### src/rtl/prit_pkg.sv
package prit_pkg;
    localparam int          VAL_W      = 28;
    localparam int          REG_W      = 32;
    localparam logic [7:0]  OFS_ROUTE  = 8'h24;
    localparam logic [7:0]  OFS_CTRL   = 8'h34;
    localparam logic [7:0]  OFS_ACK    = 8'h38;
    localparam int          BIT_FLAG   = 31;
    localparam int          BIT_RSTRT  = 30;
    localparam int          BIT_IE     = 29;
    localparam int          BIT_EN     = 28;

    typedef enum logic {
        CNT_IDLE = 1'b0,
        CNT_RUN  = 1'b1
    } cnt_state_e;
endpackage

### src/rtl/prit_counter.sv
module prit_counter
    import prit_pkg::*;
#(
    parameter int CW = VAL_W
) (
    input  logic          clk,
    input  logic          rst_n,
    input  logic          start,
    input  logic          stop,
    input  logic [CW-1:0] reload_val,
    output logic          expire
);
    localparam logic [CW-1:0] ONE = CW'(1);

    cnt_state_e    state_q, state_d;
    logic [CW-1:0] count_q, count_d;

    always_comb begin
        state_d = state_q;
        count_d = count_q;
        unique case (state_q)
            CNT_IDLE: ;
            CNT_RUN: begin
                if (count_q == ONE) count_d = reload_val;
                else                count_d = count_q - ONE;
            end
        endcase
        if (stop) begin
            state_d = CNT_IDLE;
        end else if (start) begin
            if (reload_val != '0) begin
                state_d = CNT_RUN;
                count_d = reload_val;
            end else begin
                state_d = CNT_IDLE;
            end
        end
    end

    always_ff @(posedge clk or negedge rst_n) begin
        if (!rst_n) begin
            state_q <= CNT_IDLE;
            count_q <= '0;
        end else begin
            state_q <= state_d;
            count_q <= count_d;
        end
    end

    always_comb begin
        expire = (state_q == CNT_RUN) && (count_q == ONE);
    end


    cnt_nonzero_chk: assert property (@(posedge clk) disable iff (!rst_n)
        (state_q == CNT_RUN) |-> (count_q != '0));

    zero_start_chk: assert property (@(posedge clk) disable iff (!rst_n)
        (start && !stop && reload_val == '0) |=> (state_q == CNT_IDLE));

    stop_idle_chk: assert property (@(posedge clk) disable iff (!rst_n)
        stop |=> (state_q == CNT_IDLE));
endmodule

### src/rtl/prit_regs.sv
module prit_regs
    import prit_pkg::*;
#(
    parameter int RW = 3
) (
    input  logic             clk,
    input  logic             rst_n,
    input  logic             bus_sel,
    input  logic             bus_we,
    input  logic [7:0]       bus_addr,
    input  logic [REG_W-1:0] bus_wdata,
    input  logic             expire,
    output logic [REG_W-1:0] bus_rdata,
    output logic [RW-1:0]    route_q,
    output logic             int_en,
    output logic             flag_q,
    output logic             start,
    output logic             stop,
    output logic [VAL_W-1:0] reload_val
);
    logic [BIT_FLAG-1:0] ctrl_q;
    logic route_wr, ctrl_wr, ack_wr;

    always_comb begin
        route_wr   = bus_sel && bus_we && (bus_addr == OFS_ROUTE);
        ctrl_wr    = bus_sel && bus_we && (bus_addr == OFS_CTRL);
        ack_wr     = bus_sel && bus_we && (bus_addr == OFS_ACK);
        start      = (ctrl_wr && bus_wdata[BIT_EN])
                   || (ack_wr && bus_wdata[BIT_RSTRT] && ctrl_q[BIT_EN]);
        stop       = ctrl_wr && !bus_wdata[BIT_EN];
        reload_val = ctrl_wr ? bus_wdata[VAL_W-1:0] : ctrl_q[VAL_W-1:0];
        int_en     = ctrl_q[BIT_IE];
    end

    always_ff @(posedge clk or negedge rst_n) begin
        if (!rst_n) begin
            route_q <= '0;
            ctrl_q  <= '0;
            flag_q  <= 1'b0;
        end else begin
            if (route_wr) route_q <= bus_wdata[RW-1:0];
            if (ctrl_wr)  ctrl_q  <= bus_wdata[BIT_FLAG-1:0];
            if (expire)
                flag_q <= 1'b1;
            else if (ctrl_wr)
                flag_q <= bus_wdata[BIT_FLAG];
            else if (ack_wr && bus_wdata[BIT_FLAG])
                flag_q <= 1'b0;
        end
    end

    always_comb begin
        bus_rdata = '0;
        if (bus_addr == OFS_ROUTE)
            bus_rdata = {{(REG_W-RW){1'b0}}, route_q};
        else if (bus_addr == OFS_CTRL)
            bus_rdata = {flag_q, ctrl_q};
    end


    ack_clear_chk: assert property (@(posedge clk) disable iff (!rst_n)
        (ack_wr && bus_wdata[BIT_FLAG] && !expire) |=> !flag_q);

    expire_wins_chk: assert property (@(posedge clk) disable iff (!rst_n)
        expire |=> flag_q);
endmodule

### src/rtl/prit_route.sv
module prit_route #(
    parameter int NCORE = 4,
    parameter int CW    = $clog2(NCORE)
) (
    input  logic             clk,
    input  logic             rst_n,
    input  logic             int_en,
    input  logic             flag,
    input  logic [CW:0]      route_sel,
    output logic [NCORE-1:0] irq_core,
    output logic [NCORE-1:0] fiq_core
);
    logic active;
    assign active = int_en && flag;

    for (genvar i = 0; i < NCORE; i++) begin : g_core
        assign irq_core[i] = active && !route_sel[CW]
                           && (route_sel[CW-1:0] == CW'(i));
        assign fiq_core[i] = active &&  route_sel[CW]
                           && (route_sel[CW-1:0] == CW'(i));
    end


    one_line_chk: assert property (@(posedge clk) disable iff (!rst_n)
        (int_en && flag) |-> ($countones({fiq_core, irq_core}) == 1));

    quiet_chk: assert property (@(posedge clk) disable iff (!rst_n)
        !(int_en && flag) |-> ({fiq_core, irq_core} == '0));
endmodule

### src/rtl/reload_irq_timer.sv
module reload_irq_timer
    import prit_pkg::*;
#(
    parameter int NCORE = 4
) (
    input  logic             clk,
    input  logic             rst_n,
    input  logic             bus_sel,
    input  logic             bus_we,
    input  logic [7:0]       bus_addr,
    input  logic [REG_W-1:0] bus_wdata,
    output logic [REG_W-1:0] bus_rdata,
    output logic [NCORE-1:0] irq_core,
    output logic [NCORE-1:0] fiq_core
);
    localparam int CORE_W  = $clog2(NCORE);
    localparam int ROUTE_W = CORE_W + 1;

    logic [ROUTE_W-1:0] route_q;
    logic               int_en, flag_q, start, stop, expire;
    logic [VAL_W-1:0]   reload_val;

    prit_regs #(.RW(ROUTE_W)) u_regs (
        .clk(clk), .rst_n(rst_n),
        .bus_sel(bus_sel), .bus_we(bus_we), .bus_addr(bus_addr),
        .bus_wdata(bus_wdata), .expire(expire), .bus_rdata(bus_rdata),
        .route_q(route_q), .int_en(int_en), .flag_q(flag_q),
        .start(start), .stop(stop), .reload_val(reload_val)
    );

    prit_counter #(.CW(VAL_W)) u_cnt (
        .clk(clk), .rst_n(rst_n), .start(start), .stop(stop),
        .reload_val(reload_val), .expire(expire)
    );

    prit_route #(.NCORE(NCORE), .CW(CORE_W)) u_route (
        .clk(clk), .rst_n(rst_n), .int_en(int_en), .flag(flag_q),
        .route_sel(route_q), .irq_core(irq_core), .fiq_core(fiq_core)
    );
endmodule

### config.mk
export PLATFORM = sky130hd
export DESIGN_NAME = reload_irq_timer
export DESIGN_NICKNAME = d
export VERILOG_FILES = /design/src/rtl/prit_pkg.sv /design/src/rtl/prit_counter.sv /design/src/rtl/prit_regs.sv /design/src/rtl/prit_route.sv /design/src/rtl/reload_irq_timer.sv
export SDC_FILE = /design/constraint.sdc
export NUM_CORES = 1
export LEC_CHECK = 0
export CORE_UTILIZATION = 30
export CTS_CLUSTER_DIAMETER = 120
export DETAILED_ROUTE_END_ITERATION = 10
export REMOVE_ABC_BUFFERS = 1
export SLEW_MARGIN = 20
export SYNTH_ARGS = -nofsm -noshare
export SYNTH_HDL_FRONTEND = slang
export SYNTH_SLANG_ARGS = --single-unit
export TNS_END_PERCENT = 10
### constraint.sdc
create_clock -name clk -period 10.5 [get_ports clk]
set_input_delay 3.15 -clock clk [delete_from_list [all_inputs] [get_ports clk]]
set_output_delay 3.15 -clock clk [all_outputs]
set_load 0.05 [all_outputs]
Word-level counts from Yosys, hierarchy flattened
Cells that the tools add are included.
W data, S select, Z words.
{"block": "word_totals", "out_inout_bits": 40, "word_cells": 55, "register_bits": 64, "inputBits": 44}
{"block": "classes", "reduce_logical": 28, "add_sub_neg": 1, "muxes": 14, "n_eq_ne": 7}
{"cell": "$mux W28", "n": 6}
{"cell": "$mux W32", "n": 2}
{"cell": "$eq A28 B1 Y1 const B", "n": 1}
{"cell": "$reduce_bool A28 Y1", "n": 1}
{"cell": "$sub A28 B1 Y28 const B", "n": 1}
{"cell": "$eq A8 B6 Y1 const B", "n": 3}
{"cell": "$logic_and A1 B1 Y1", "n": 21}
{"cell": "$mux W1", "n": 6}
{"cell": "$eq A2 B2 Y1 const B", "n": 2}
{"cell": "$reduce_bool A3 Y1", "n": 1}
{"cell": "$eq A2 B1 Y1 const B", "n": 1}
{"cell": "$logic_not A1 Y1", "n": 2}
{"cell": "$logic_not A2 Y1", "n": 1}
{"cell": "$reduce_bool A2 Y1", "n": 1}
{"cell": "$logic_or A1 B1 Y1", "n": 1}

Depth between registers and ports, before layout
{"block": "depth", "word_depth": 8, "mapped_depth": 10, "depth_no_buf": 8}

By module
Synthesis repeated with hierarchy kept, for this count alone.
{"block": "unflattened", "hier_cells": 362, "area_unflattened_um2": 4210.3}
{"module": "prit_regs", "n_inst": 1, "area_per_inst_um2": 2237.1, "cells_per_inst": 161, "seq_area_each_um2": 875.8}
{"module": "prit_counter", "n_inst": 1, "area_per_inst_um2": 1884.3, "cells_per_inst": 188, "seq_area_each_um2": 725.7}
{"module": "prit_route", "n_inst": 1, "area_per_inst_um2": 88.8, "cells_per_inst": 13, "seq_area_each_um2": 0.0}

Least setup slack after synthesis
OpenSTA, ideal clock, no wires.
{"block": "synth_path", "kind": "input to output", "from": "input port bus_addr[0]", "to": "output port bus_rdata[21]", "required_ps": 7350, "n_path_buf": 2, "path_slack_ps": 2269, "path_stages": 6, "arrival_ps": 5081, "path_cell_list": "or4b_4 -> or3_1 -> nor2_1 -> clkbuf_1 -> clkbuf_1 -> and2_1"}
{"block": "synth_between", "elab_chain_cells": 3, "word_cells_on_any_way": 4, "cone_classes": "2 x eq/ne; 2 x mux"}
{"element": "from (decl)", "line_no": "reload_irq_timer.sv:10", "rtl": "input logic [7:0] bus_addr,"}
{"element": "$eq A8 B6 Y1", "line_no": "prit_regs.sv:56", "rtl": "else if (bus_addr == OFS_CTRL)"}
{"element": "$mux W32", "line_no": "prit_regs.sv:56"}
{"element": "$mux W32 (*)", "line_no": "prit_regs.sv:54", "rtl": "if (bus_addr == OFS_ROUTE)"}
{"element": "to (decl)", "line_no": "reload_irq_timer.sv:12", "rtl": "output logic [REG_W-1:0] bus_rdata,"}
Every way passes the cells marked *; elsewhere a longest branch is shown, timed or not.

Worst setup path in the final report
{"block": "layout_path", "from": "input port bus_addr[0]", "to": "output port bus_rdata[18]"}
The elaborated chain is that of the path after synthesis.

==> key figures <==
Timing
  – Setup-failing EPs final: 0
  – Highest clock rate: ~110 MHz
  – Worst-case headroom to the max-slew limit: between 20% and 30%
  – Accumulated negative setup slack: 0 ns
  – Worst clock skew: 0.00852 ns
  – Portion of the clock cycle consumed by the worst path in the final layout: between 90% and 100%
  – RSZ-0062 raised after global routing: no
  – Actual transition at the worst max-transition pin: 1.05 ns
  – Worst-case setup margin in the final layout: about 1 ns
  – Final Slew Violations: 0
  – Post-layout min period: 9.52 ns
  – Final count of hold timing violations: 0

Critical path
  – Crit path largest cell delay: 0.80 ns
  – Arrival time worst endpoint: around 6.4 ns
  – Startpoint class of the critical path: primary input
  – Highest-delay cell along the critical path: sky130_fd_sc_hd__clkdlybuf4s50_1
  – Worst Reg2Reg Path Length in Cells: 6
  – Top delay family on crit path: simple AND/OR/NAND/NOR gates
  – Flop2flop setup slack: 7.26 ns
  – Data required time at the worst endpoint: 7.35 ns
  – Crit path buffers/inverters: 3
  – CP Cell Sequence: clkdlybuf4s50_1 -> or4b_4 -> or3_1 -> nor2_1 -> buf_4 -> and2_1 -> clkdlybuf4s50_1
  – Most numerous cell on the critical path: sky130_fd_sc_hd__clkdlybuf4s50_1
  – Maximum fanout count along the critical path: 18
  – Start of the worst register-to-register path: u_cnt.count_q[20]$_DFF_PN0_
  – WS Path Type: primary input to output port
  – Endpoint of the worst register-to-register path: u_cnt.count_q[1]$_DFF_PN0_
  – CP Capture Type: output port

Clocking
  – Cts bufs inserted: 9
  – Clock root buffer: sky130_fd_sc_hd__clkbuf_16
  – Register clock-pin slew on the reported worst setup and hold paths: 0.05 ns
  – Depth of the CTS H-tree: 3
  – Clock buffer depth: 2
  – Number of clock sinks seen by CTS: between 60 and 70
  – CTS tree: yes
  – Hold buffer count at CTS: 0
  – # Post-CTS Setup Buffers: 0
  – CTS-repair resized insts: 0
  – Clock Latency Late Sink: between 0.3 and 0.4 ns

Logic synthesis
  – Seq/Total Area, Yosys: around two fifths
  – Warnings, synthesis: 0
  – Number of flip-flops and latches in the synthesized netlist: 64
  – Count of flip-flops with a built-in enable after synthesis: 0
  – Ys async rst share: 100%
  – Synthesized area divided by synthesized cell count: roughly 8 µm²
  – Cell taking the most area after synthesis: sky130_fd_sc_hd__dfrtp_1
  – Dominant cells by area after synthesis: sky130_fd_sc_hd__dfrtp_1 42%, sky130_fd_sc_hd__nand2_1 11%, sky130_fd_sc_hd__and2_1 5.2%, sky130_fd_sc_hd__a21oi_1 4.7%, sky130_fd_sc_hd__nor4_1 3.7%
  – Count leader, synth: sky130_fd_sc_hd__nand2_1
  – Area fraction of the dominant cell type after synthesis: 41.7%
  – Synth Instances: approximately 470
  – Post-synthesis instance area: around 3800 µm²
  – Commonest register cell after synthesis: sky130_fd_sc_hd__dfrtp_1
  – Commonest cells post-synth: 108 x sky130_fd_sc_hd__nand2_1, 64 x sky130_fd_sc_hd__dfrtp_1, 36 x sky130_fd_sc_hd__a21oi_1, 32 x sky130_fd_sc_hd__and2_1, 27 x sky130_fd_sc_hd__nor2_1
  – Count of different cell masters after synthesis: 59

Detailed routing
  – Detailed-routing iteration count for the pre-antenna-repair pass: 5
  – Residual antenna-violating net count after detailed routing: 0
  – Via total after detailed routing: between 3,000 and 4,000
  – Post-route DRC: 0
  – Iteration-0 DRC Markers: roughly 160
  – Ratio of routed vias to standard cells: about 5.1
  – Detailed-route wire length per cell: between 15 and 20 µm
  – DRT Wirelength: 10,900 µm

Cells and area
  – Sequential cell area in the final layout: about 1600 µm²
  – # nets final: approximately 590
  – Layout Cell Area excl Fill: between 5000 and 6000 µm²
  – Layout overhead on the synthesized area: 31.8%
  – Number of antenna repair diodes: 0
  – Combined area of the multi-input logic cells: between 2000 and 2500 µm²
  – Layout cells sized above 1: 6.81%
  – Number of inserted filler cells in the final layout: 1,245

Placement
  – HPWL after detailed placement: just under 8000 µm
  – Global placer's final weighted congestion: slightly above 0.8
  – Number of port buffers: just over 80
  – Area post-placement: about 4800 µm²
  – Worst setup timing slack at the placement stage: between 0.9 and 1 ns

Power and ir drop
  – Logic gate share of total power: around a tenth
  – Int Pwr: ~460 µW
  – Standby leakage power: 0.00215 µW
  – Power per standard cell area: between 100 and 150 nW/µm²
  – NetSw: 147 µW
  – Net Sw Frac: roughly a quarter
  – Proportion of power drawn by the clock network: a little under half
  – Worst vdd rail ir drop: between 0.06 and 0.07 mV
  – Relative contribution of sequential cells to total power: a little over two fifths

Floorplan
  – Core Footprint: between 10,000 and 15,000 µm²
  – Chip Width: about 120 µm
  – Row cnt: 40
  – Initial standard-cell utilization of the core: 31.3%
  – DIE HEIGHT: between 100 and 150 µm
  – I/O pin count: 84
  – Total die area: ~13,000 µm²

Min path
  – Hold Path Depth: 2
  – Hold path startpoint: u_regs.ctrl_q[30]$_DFFE_PN0N_
  – Hold crit path type: register to register
  – Endpoint of the worst hold-timing path: u_regs.ctrl_q[30]$_DFFE_PN0N_

Global routing
  – Overall Global Routing Usage: about 18%
  – Initial antenna violation count: 0
  – Remaining global-route overflow: 0
  – Via count of the first global-routing pass: 3,524
  – Pin count of the biggest net entering global routing: 65
  – Global-route wire length before repair: roughly 18,000 µm

Job
  – Maxcap violations: 0

Run status
  – Run status: finished clean
==> placed cells by master (no fill, tap or decap), drive strengths merged, types with 2 or more instances in the layout <==
cell type	Yosys	routed
a21oi	37	37
a31oi	2	2
and2	33	33
and3	2	2
buf	7	4
clkbuf	18	10
clkdlybuf4s50	0	82
clkinv	0	2
dfrtp	64	64
ha	2	2
inv	6	6
mux2	5	5
mux2i	4	4
nand2	108	108
nand2b	3	3
nand3	18	18
nand4	7	7
nand4b	2	2
nor2	27	27
nor2b	3	3
nor3	18	18
nor3b	2	2
nor4	25	25
o211ai	2	2
o21a	9	9
o21ai	20	20
o22a	2	2
o311a	2	2
o31ai	2	2
o41ai	2	2
or2	3	3
or3	5	5
or4	5	5
xnor2	6	6
xor2	2	2
==> area by class of cell <==
class | instances | area share [%]
sequential | 64 | 31.6
multi-input combinational | 373 | 41.6
clock buffer | 10 | 4.52
inverter | 6 | 0.445
clock inverter | 4 | 0.939
tap | 168 | 4.15
timing repair buffer | 86 | 16.7
==> registers in the layout, summed over array words and instances (netlist names) <==
| signal | flops |
|---|---|
| u_regs.ctrl_q | 31 |
| u_cnt.count_q | 28 |
| u_regs.route_q | 3 |
| u_cnt.state_q | 1 |
| u_regs.flag_q | 1 |
==> metal layers <==
| metal | vias to the layer above | track usage (%) | wire, µm |
|---|---|---|---|
| li1 | 1793 | - | - |
| met1 | 1706 | 24.2 | 5240 |
| met2 | 112 | 27.6 | 5010 |
| met5 | - | 0 | 0 |
| met3 | 12 | 3.32 | 571 |
| met4 | 0 | 6.49 | 123 |
==> worst register-to-register path, stage by stage, from the launching register on <==
cell and delay (ns):
sky130_fd_sc_hd__dfrtp_1 0.46, sky130_fd_sc_hd__or4_1 0.60, sky130_fd_sc_hd__nor4_2 0.48, sky130_fd_sc_hd__nand4_1 0.75, sky130_fd_sc_hd__nand3_1 0.65, sky130_fd_sc_hd__a21oi_1 0.14, sky130_fd_sc_hd__o21ai_0 0.09
==> power by group through the flow <==
stage | sequential [µW] | clock [µW] | combinational [µW]
finish | 266 | 283 | 63.2
CTS | 266 | 288 | 63.5
global placement | 269 | 0 | 62.4
detailed placement | 270 | 0 | 63.2
global route | 267 | 298 | 70.2
floorplan | 266 | 0 | 30.4
==> how the worst max path moves through the flow <==
stage,start,endpoint,slack (ns),depth (start not counted)
global placement,bus_addr[0],bus_rdata[18],1.03,7
CTS,bus_addr[0],bus_rdata[18],0.92,7
detailed placement,bus_addr[0],bus_rdata[21],0.94,7
finish,bus_addr[0],bus_rdata[18],0.98,7
floorplan,bus_addr[0],bus_rdata[10],2.12,4
global route,bus_addr[0],bus_rdata[18],0.73,7
==> through the flow <==
stage	utilization [%]	total power [µW]	hold WS [ns]	instances
after global placement	39.1	332	0.455	697
after global routing	41.3	635	0.505	711
after detailed placement	39.1	333	0.453	697
after floorplan	-	297	0.430	443
final	41.3	612	0.458	711
after CTS	41.3	617	0.465	711
==> kinds of logic after synthesis <==
logic type | after synthesis | share of synthesized area (%)
DFF | 64 | 41.7
muxes | 9 | 2.51
xor gates and xnor gates | 8 | 1.82
and+or+nand+nor | 266 | 35.0
AOI/OAI and AO/OA | 88 | 14.7
adders and majority gates | 2 | 0.651
buffers and inverters | 31 | 3.68
No activity file was read; power rests on OpenSTA's default activity.
